`src/rtl/wdg_pkg.sv`:
```
package wdg_pkg;
    typedef enum logic [1:0] {CNT_OFF, CNT_RUN, CNT_HALT} cnt_state_t;
    typedef enum logic {KEY_IDLE, KEY_ARMED} key_state_t;
endpackage

```
`src/rtl/wdg_ctrl_reg.sv`:
```
module wdg_ctrl_reg #(
    parameter int          DATA_W    = 16,
    parameter int          FIELD_W   = 8,
    parameter logic [7:0]  RST_FIELD = 8'h13
) (
    input  logic               clk,
    input  logic               rst_n,
    input  logic               wr_ctrl,
    input  logic [DATA_W-1:0]  wdata,
    output logic               enable,
    output logic               start,
    output logic [FIELD_W-1:0] load_field,
    output logic [DATA_W-1:0]  rd_ctrl
);
    localparam int FIELD_LSB = DATA_W - FIELD_W;

    logic               en_q;
    logic [FIELD_W-1:0] field_q;

    always_ff @(posedge clk or negedge rst_n) begin
        if (!rst_n) begin
            en_q    <= 1'b0;
            field_q <= FIELD_W'(RST_FIELD);
        end else if (wr_ctrl) begin
            en_q    <= en_q | wdata[0];
            field_q <= wdata[DATA_W-1:FIELD_LSB];
        end
    end

    always_comb begin
        start      = wr_ctrl && wdata[0] && !en_q;
        load_field = wr_ctrl ? wdata[DATA_W-1:FIELD_LSB] : field_q;
        rd_ctrl    = '0;
        rd_ctrl[DATA_W-1:FIELD_LSB] = field_q;
        rd_ctrl[0] = en_q;
        enable     = en_q;
    end

    // enable is sticky once set
    a_r3_enable_sticky: assert property (@(posedge clk) disable iff (!rst_n)
        en_q |=> en_q);
endmodule

```
`src/rtl/wdg_key_seq.sv`:
```
module wdg_key_seq
    import wdg_pkg::*;
#(
    parameter int                DATA_W = 16,
    parameter logic [DATA_W-1:0] KEY_A  = 16'h5555,
    parameter logic [DATA_W-1:0] KEY_B  = 16'hAAAA
) (
    input  logic              clk,
    input  logic              rst_n,
    input  logic              wr_svc,
    input  logic [DATA_W-1:0] wdata,
    output logic              reload
);
    key_state_t state_q, state_d;

    always_ff @(posedge clk or negedge rst_n) begin
        if (!rst_n) state_q <= KEY_IDLE;
        else        state_q <= state_d;
    end

    always_comb begin
        state_d = state_q;
        reload  = 1'b0;
        if (wr_svc) begin
            unique case (state_q)
                KEY_IDLE:  state_d = (wdata == KEY_A) ? KEY_ARMED : KEY_IDLE;
                KEY_ARMED: begin
                    state_d = KEY_IDLE;
                    reload  = (wdata == KEY_B);
                end
                default:   state_d = KEY_IDLE;
            endcase
        end
    end

    // a key pair leaves the checker idle, never armed
    a_r7_pair_returns_idle: assert property (@(posedge clk) disable iff (!rst_n)
        reload |=> state_q == KEY_IDLE);
    // a service write while armed always disarms
    a_r6_armed_consumed: assert property (@(posedge clk) disable iff (!rst_n)
        (wr_svc && state_q == KEY_ARMED) |=> state_q == KEY_IDLE);
endmodule

```
`src/rtl/wdg_countdown.sv`:
```
module wdg_countdown
    import wdg_pkg::*;
#(
    parameter int FIELD_W = 8
) (
    input  logic               clk,
    input  logic               rst_n,
    input  logic               enable,
    input  logic               load,
    input  logic [FIELD_W-1:0] load_val,
    input  logic               tick,
    output logic               expire
);
    cnt_state_t         state_q, state_d;
    logic [FIELD_W-1:0] cnt_q, cnt_d;
    logic               exp_d;

    always_ff @(posedge clk or negedge rst_n) begin
        if (!rst_n) begin
            state_q <= CNT_OFF;
            cnt_q   <= '0;
            expire  <= 1'b0;
        end else begin
            state_q <= state_d;
            cnt_q   <= cnt_d;
            expire  <= exp_d;
        end
    end

    always_comb begin
        state_d = state_q;
        cnt_d   = cnt_q;
        exp_d   = 1'b0;
        if (load) begin
            state_d = CNT_RUN;
            cnt_d   = load_val;
        end else begin
            unique case (state_q)
                CNT_OFF:  ;
                CNT_RUN:  if (tick) begin
                    if (cnt_q == '0) begin
                        state_d = CNT_HALT;
                        exp_d   = 1'b1;
                    end else begin
                        cnt_d = cnt_q - 1'b1;
                    end
                end
                CNT_HALT: ;
                default:  state_d = CNT_OFF;
            endcase
        end
    end

    // no counting while disabled
    a_r5_off_when_disabled: assert property (@(posedge clk) disable iff (!rst_n)
        !enable |-> (state_q == CNT_OFF && !expire));
    // a single pulse, then halted
    a_r9_single_pulse: assert property (@(posedge clk) disable iff (!rst_n)
        expire |-> (!$past(expire) && state_q == CNT_HALT));
    a_r9_halt_holds: assert property (@(posedge clk) disable iff (!rst_n)
        (state_q == CNT_HALT && !load) |=> (state_q == CNT_HALT && !expire));
    // load has priority over a tick
    a_r10_load_wins: assert property (@(posedge clk) disable iff (!rst_n)
        (load && tick) |=> (!expire && cnt_q == $past(load_val)));
endmodule

```
`src/rtl/svc_watchdog.sv`:
```
module svc_watchdog #(
    parameter int                DATA_W    = 16,
    parameter int                FIELD_W   = 8,
    parameter int                ADDR_W    = 2,
    parameter logic [7:0]        RST_FIELD = 8'h13,
    parameter logic [DATA_W-1:0] KEY_A     = 16'h5555,
    parameter logic [DATA_W-1:0] KEY_B     = 16'hAAAA
) (
    input  logic              clk,
    input  logic              rst_n,
    input  logic              wr_en,
    input  logic [ADDR_W-1:0] addr,
    input  logic [DATA_W-1:0] wr_data,
    output logic [DATA_W-1:0] rd_data,
    input  logic              tick,
    output logic              expire
);
    localparam logic [ADDR_W-1:0] ADDR_CTRL = ADDR_W'(0);
    localparam logic [ADDR_W-1:0] ADDR_SVC  = ADDR_W'(1);

    logic               wr_ctrl, wr_svc, enable, start, reload, load;
    logic [FIELD_W-1:0] load_field;
    logic [DATA_W-1:0]  rd_ctrl;

    assign wr_ctrl = wr_en && (addr == ADDR_CTRL);
    assign wr_svc  = wr_en && (addr == ADDR_SVC);
    assign load    = start || (reload && enable);
    assign rd_data = (addr == ADDR_CTRL) ? rd_ctrl : '0;

    wdg_ctrl_reg #(.DATA_W(DATA_W), .FIELD_W(FIELD_W), .RST_FIELD(RST_FIELD)) ctrl_i (
        .clk(clk), .rst_n(rst_n), .wr_ctrl(wr_ctrl), .wdata(wr_data),
        .enable(enable), .start(start), .load_field(load_field), .rd_ctrl(rd_ctrl)
    );

    wdg_key_seq #(.DATA_W(DATA_W), .KEY_A(KEY_A), .KEY_B(KEY_B)) key_i (
        .clk(clk), .rst_n(rst_n), .wr_svc(wr_svc), .wdata(wr_data), .reload(reload)
    );

    wdg_countdown #(.FIELD_W(FIELD_W)) cnt_i (
        .clk(clk), .rst_n(rst_n), .enable(enable), .load(load),
        .load_val(load_field), .tick(tick), .expire(expire)
    );

    // starting the timer never coincides with a pulse on the next cycle
    a_r4_start_quiet: assert property (@(posedge clk) disable iff (!rst_n)
        start |=> !expire);
endmodule

```
`config.mk`:
```
export PLATFORM = sky130hd
export DESIGN_NAME = svc_watchdog
export DESIGN_NICKNAME = d
export VERILOG_FILES = /design/src/rtl/wdg_pkg.sv /design/src/rtl/wdg_ctrl_reg.sv /design/src/rtl/wdg_key_seq.sv /design/src/rtl/wdg_countdown.sv /design/src/rtl/svc_watchdog.sv
export SDC_FILE = /design/constraint.sdc
export NUM_CORES = 1
export LEC_CHECK = 0
export ABC_AREA = 1
export BUFFER_PORTS_ARGS = -buffer_cell sky130_fd_sc_hd__clkbuf_2
export CAP_MARGIN = 10
export CORE_MARGIN = 1.5
export CORE_UTILIZATION = 50
export DETAILED_ROUTE_END_ITERATION = 8
export PLACE_DENSITY = 0.76
export SYNTH_ARGS = -nofsm -noshare
export SYNTH_HDL_FRONTEND = slang
export SYNTH_SLANG_ARGS = --single-unit
```
`constraint.sdc`:
```
create_clock -name clk -period 2.2 [get_ports clk]
set_input_delay 0.11 -clock clk [delete_from_list [all_inputs] [get_ports clk]]
set_output_delay 0.11 -clock clk [all_outputs]
set_load 0.005 [all_outputs]
```
==> results by group <==
Logic synthesis
  – Synth warnings: 0
  – Top cells by area, synth: dfrtp_1 29%, nand2_1 9.1%, inv_1 7.2%
  – Syn Area/Cell: 7.54 um^2
  – Area fraction of the dominant cell type after synthesis: 28.8%
  – #FFs+latches synth: 21
  – Cell variety after synth: 29
  – Syn Inst Count: 207
  – Post-synthesis sequential area ratio: 33.9%
  – Post-Syn Area: 0.00156 mm^2
  – Area leader, netlist: dfrtp_1

Route
  – DR WL/cell: 10.9 um
  – Met2 wire len: 1.39 mm
  – Met3 wire length: 94 um
  – Vias: 1337
  – Antenna Violating Nets Remaining: 0
  – First DRT Iteration DRCs: 30
  – Final WL: 2.94 mm
  – Metal-1 WL: 1.43 mm
  – Via-to-Cell Ratio: between 4 and 5
  – Highest metal used: met4
  – DRC viols: 0
  – TritonRoute pass-1 iters: 4

Pwr
  – VDD IR-drop max: between 0.3 and 0.4 mV
  – Leakage power total: around 0.92 nW
  – Power Dens Cells: 436 mW/mm^2
  – Total power: 0.741 mW

Global route
  – First-pass GRT wire length: 4.88 mm
  – Vias in the first global route: 1172
  – Total Routing Usage GR: 18.3%
  – Largest net degree at the start of global routing: 22
  – Initial antenna violation count: 0
  – Grt ovf: 0

Critical path
  – Type of the worst setup path: register to register
  – Crit path top cell by count: nand2_1
  – Crit-path max cell delay: 390 ps
  – Crit path capture type: register
  – Critical Path Fanout Max: 15
  – Worst Setup SP: cnt_i.cnt_q[0]
  – R2R Path End: cnt_i.cnt_q[0]
  – Worst Path Required: 2400 ps
  – Cells on worst reg2reg path: 9
  – Critical Path AT: 1690 ps
  – Top delay family on crit path: simple AND/OR/NAND/NOR gates
  – R2R Setup Slk: a little over 700 ps
  – CP max-delay cell: dfrtp_1
  – Crit path cell chain: inv_1 -> ha_1 -> nand2_1 -> nor2_1 -> nand2_2 -> nand2_4 -> nand2_1 -> a21oi_2 -> nor2_2
  – Worst r2r src: cnt_i.cnt_q[0]
  – Setup crit start kind: register
  – Critical path endpoint: cnt_i.cnt_q[0]
  – Crit. path cell count: 9
  – WP buf/inv: 1

Timing
  – Final Setup Violations: 0
  – Fmax achieved: 0.672 GHz
  – Worst-Margin Slew: 524 ps
  – Crit share post-route: 67.6%
  – Final Max Tran Viols: 0
  – Slew margin rel.: 65.1%
  – Final setup margin: 713 ps
  – Setup TNS: 0 ps
  – Fin. Hold Viols: 0
  – Final critical-path required period: 1490 ps
  – RSZ-0062 raised after global routing: no
  – Fin Clk Skew: 3.53 ps

Min path
  – Worst hold path class: input port to register

Final layout
  – Fill count: between 200 and 300
  – Layout cells sized above 1: 32.5%
  – Storage cell area: between 500 and 600 um^2
  – Non-Filler Instances: 270
  – Final net count: between 200 and 300
  – Ant diodes: 0
  – Final Util: a little under three fifths
  – Area of the multi-input gates: 803 um^2
  – P&R area growth vs syn: 8.89%

Placement
  – Placed insts: 265
  – Place WS: between 700 and 800 ps
  – Hpwl dp: about 2.3 mm
  – Routability cong.: about 0.84
  – IO buf count: 31

Clock tree
  – Clk Latency, worst-skew pair: 310 ps
  – CTS tree: done
  – Clock sink count: 21
  – CTS Buf Count: 3
  – Clock buffer depth: 2
  – Buffers inserted by post-CTS timing repair: 0
  – CTS root buf: clkbuf_4
  – H-tree depth: 1
  – Clk pin slew, worst setup/hold paths: 110 ps

Die
  – Row cnt: 20
  – CORE AREA: 0.00300 mm^2
  – Die ar.: 0.00347 mm^2
  – Die H: just under 60 um
  – I/O pin count: 39
  – Die W: 58.9 um
  – Initial core utilization: 52.0%

Flow run
  – MaxCap Viol Count: 0

Run status
  – Status: complete, no violations
## how the worst min path moves through the flow
stage | startpoint | end | cells after the start | slack (ps)
finish | wr_data[8] | ctrl_i.field_q[0] | 3 | 30
global route | wr_data[8] | ctrl_i.field_q[0] | 3 | 40
CTS | wr_data[8] | ctrl_i.field_q[0] | 3 | 30
detailed placement | rst_n | ctrl_i.field_q[3] | 1 | 110
global placement | rst_n | ctrl_i.field_q[3] | 1 | 100
floorplan | rst_n | cnt_i.cnt_q[0] | 0 | -190
## stage by stage
stage | area (um^2) | hold WS (ps)
finish | 1700 | 32.8
floorplan | 1580 | -186
detailed placement | 1660 | 106
global route | 1700 | 39.9
global placement | 1660 | 104
CTS | 1700 | 30.6
## sequential cells by signal (all words and copies together), names as in the netlist
signal          flops
cnt_i.cnt_q         8
ctrl_i.field_q      8
cnt_i.state_q       2
cnt_i.expire        1
ctrl_i.enable       1
key_i.state_q       1
## power by group
part,leakage (nW),total [mW],switching [mW],internal (mW)
Clock,0.0177,0.187,0.119,0.0679
Sequential,0.262,0.426,0.00919,0.417
Combinational,0.642,0.128,0.0795,0.0483
## cell usage after synthesis
master     n
o21ai_2    5
buf_4      7
nand2_4    2
buf_6      4
o21ai_0    6
a21oi_2    1
buf_12     1
or2_2      1
nor4_1     2
inv_1     30
nor3_1     1
nand2_1   38
nand3_1   11
clkinv_1   1
conb_1     1
nor2_1    29
nand3_4    2
dfstp_2    3
nor2_4     3
or2_4      1
nand4_1   11
ha_1       2
nand3_2    8
a21oi_1    3
nor2_2     2
nand2_2   10
inv_4      1
dfrtp_1   18
inv_2      3
## area by class of cell
type,instances,share of cell area (%)
well taps,33,2.43
multi-input cells,145,47.2
clock buffers,3,1.32
repair buffers,32,9.71
flip-flops and latches,21,31.1
clock inverters,1,0.294
inverters,35,7.87
## repair_timing
item,in CTS,in global routing
hold buffers,1,0
gates resized for setup,0,0
hold endpoints to repair,18,0
## cells by family (layout without fill, tap and decap cells)
logic type,Yosys count,count (layout),synth area share (%)
AO/OA/AOI/OAI,15,15,6.25
AND/OR/NAND/NOR,121,121,41.9
flip-flops,21,21,33.9
buffers and inverters,47,71,16.1
other,1,7,0.240
adder cells (fa/ha/maj),2,2,1.60
## routing by layer
metal	up-vias	GRT usage (%)
met5	-	0
met3	2	4.40
li1	697	-
met2	27	29.7
met1	611	24.3
met4	0	4.87
## layout by cell type, fill, tap and decap left out, types with 5 or more instances in the layout
cell type	n
nand2_1	38
clkbuf_2	31
inv_1	30
nor2_1	29
dfrtp_1	18
nand4_1	11
nand3_1	11
nand2_2	10
nand3_2	8
conb_1	7
o21ai_0	6
o21ai_2	5
## worst register-to-register path: cells and delay by family, from the launching register on
kind / cells / cell delay [ps]
AO/OA/AOI/OAI: 1 / 160
buffers and inverters: 1 / 110
AND/OR/NAND/NOR: 6 / 550
flip-flops: 1 / 390
adder cells (fa/ha/maj): 1 / 160
(Power assumes the default switching activity.)
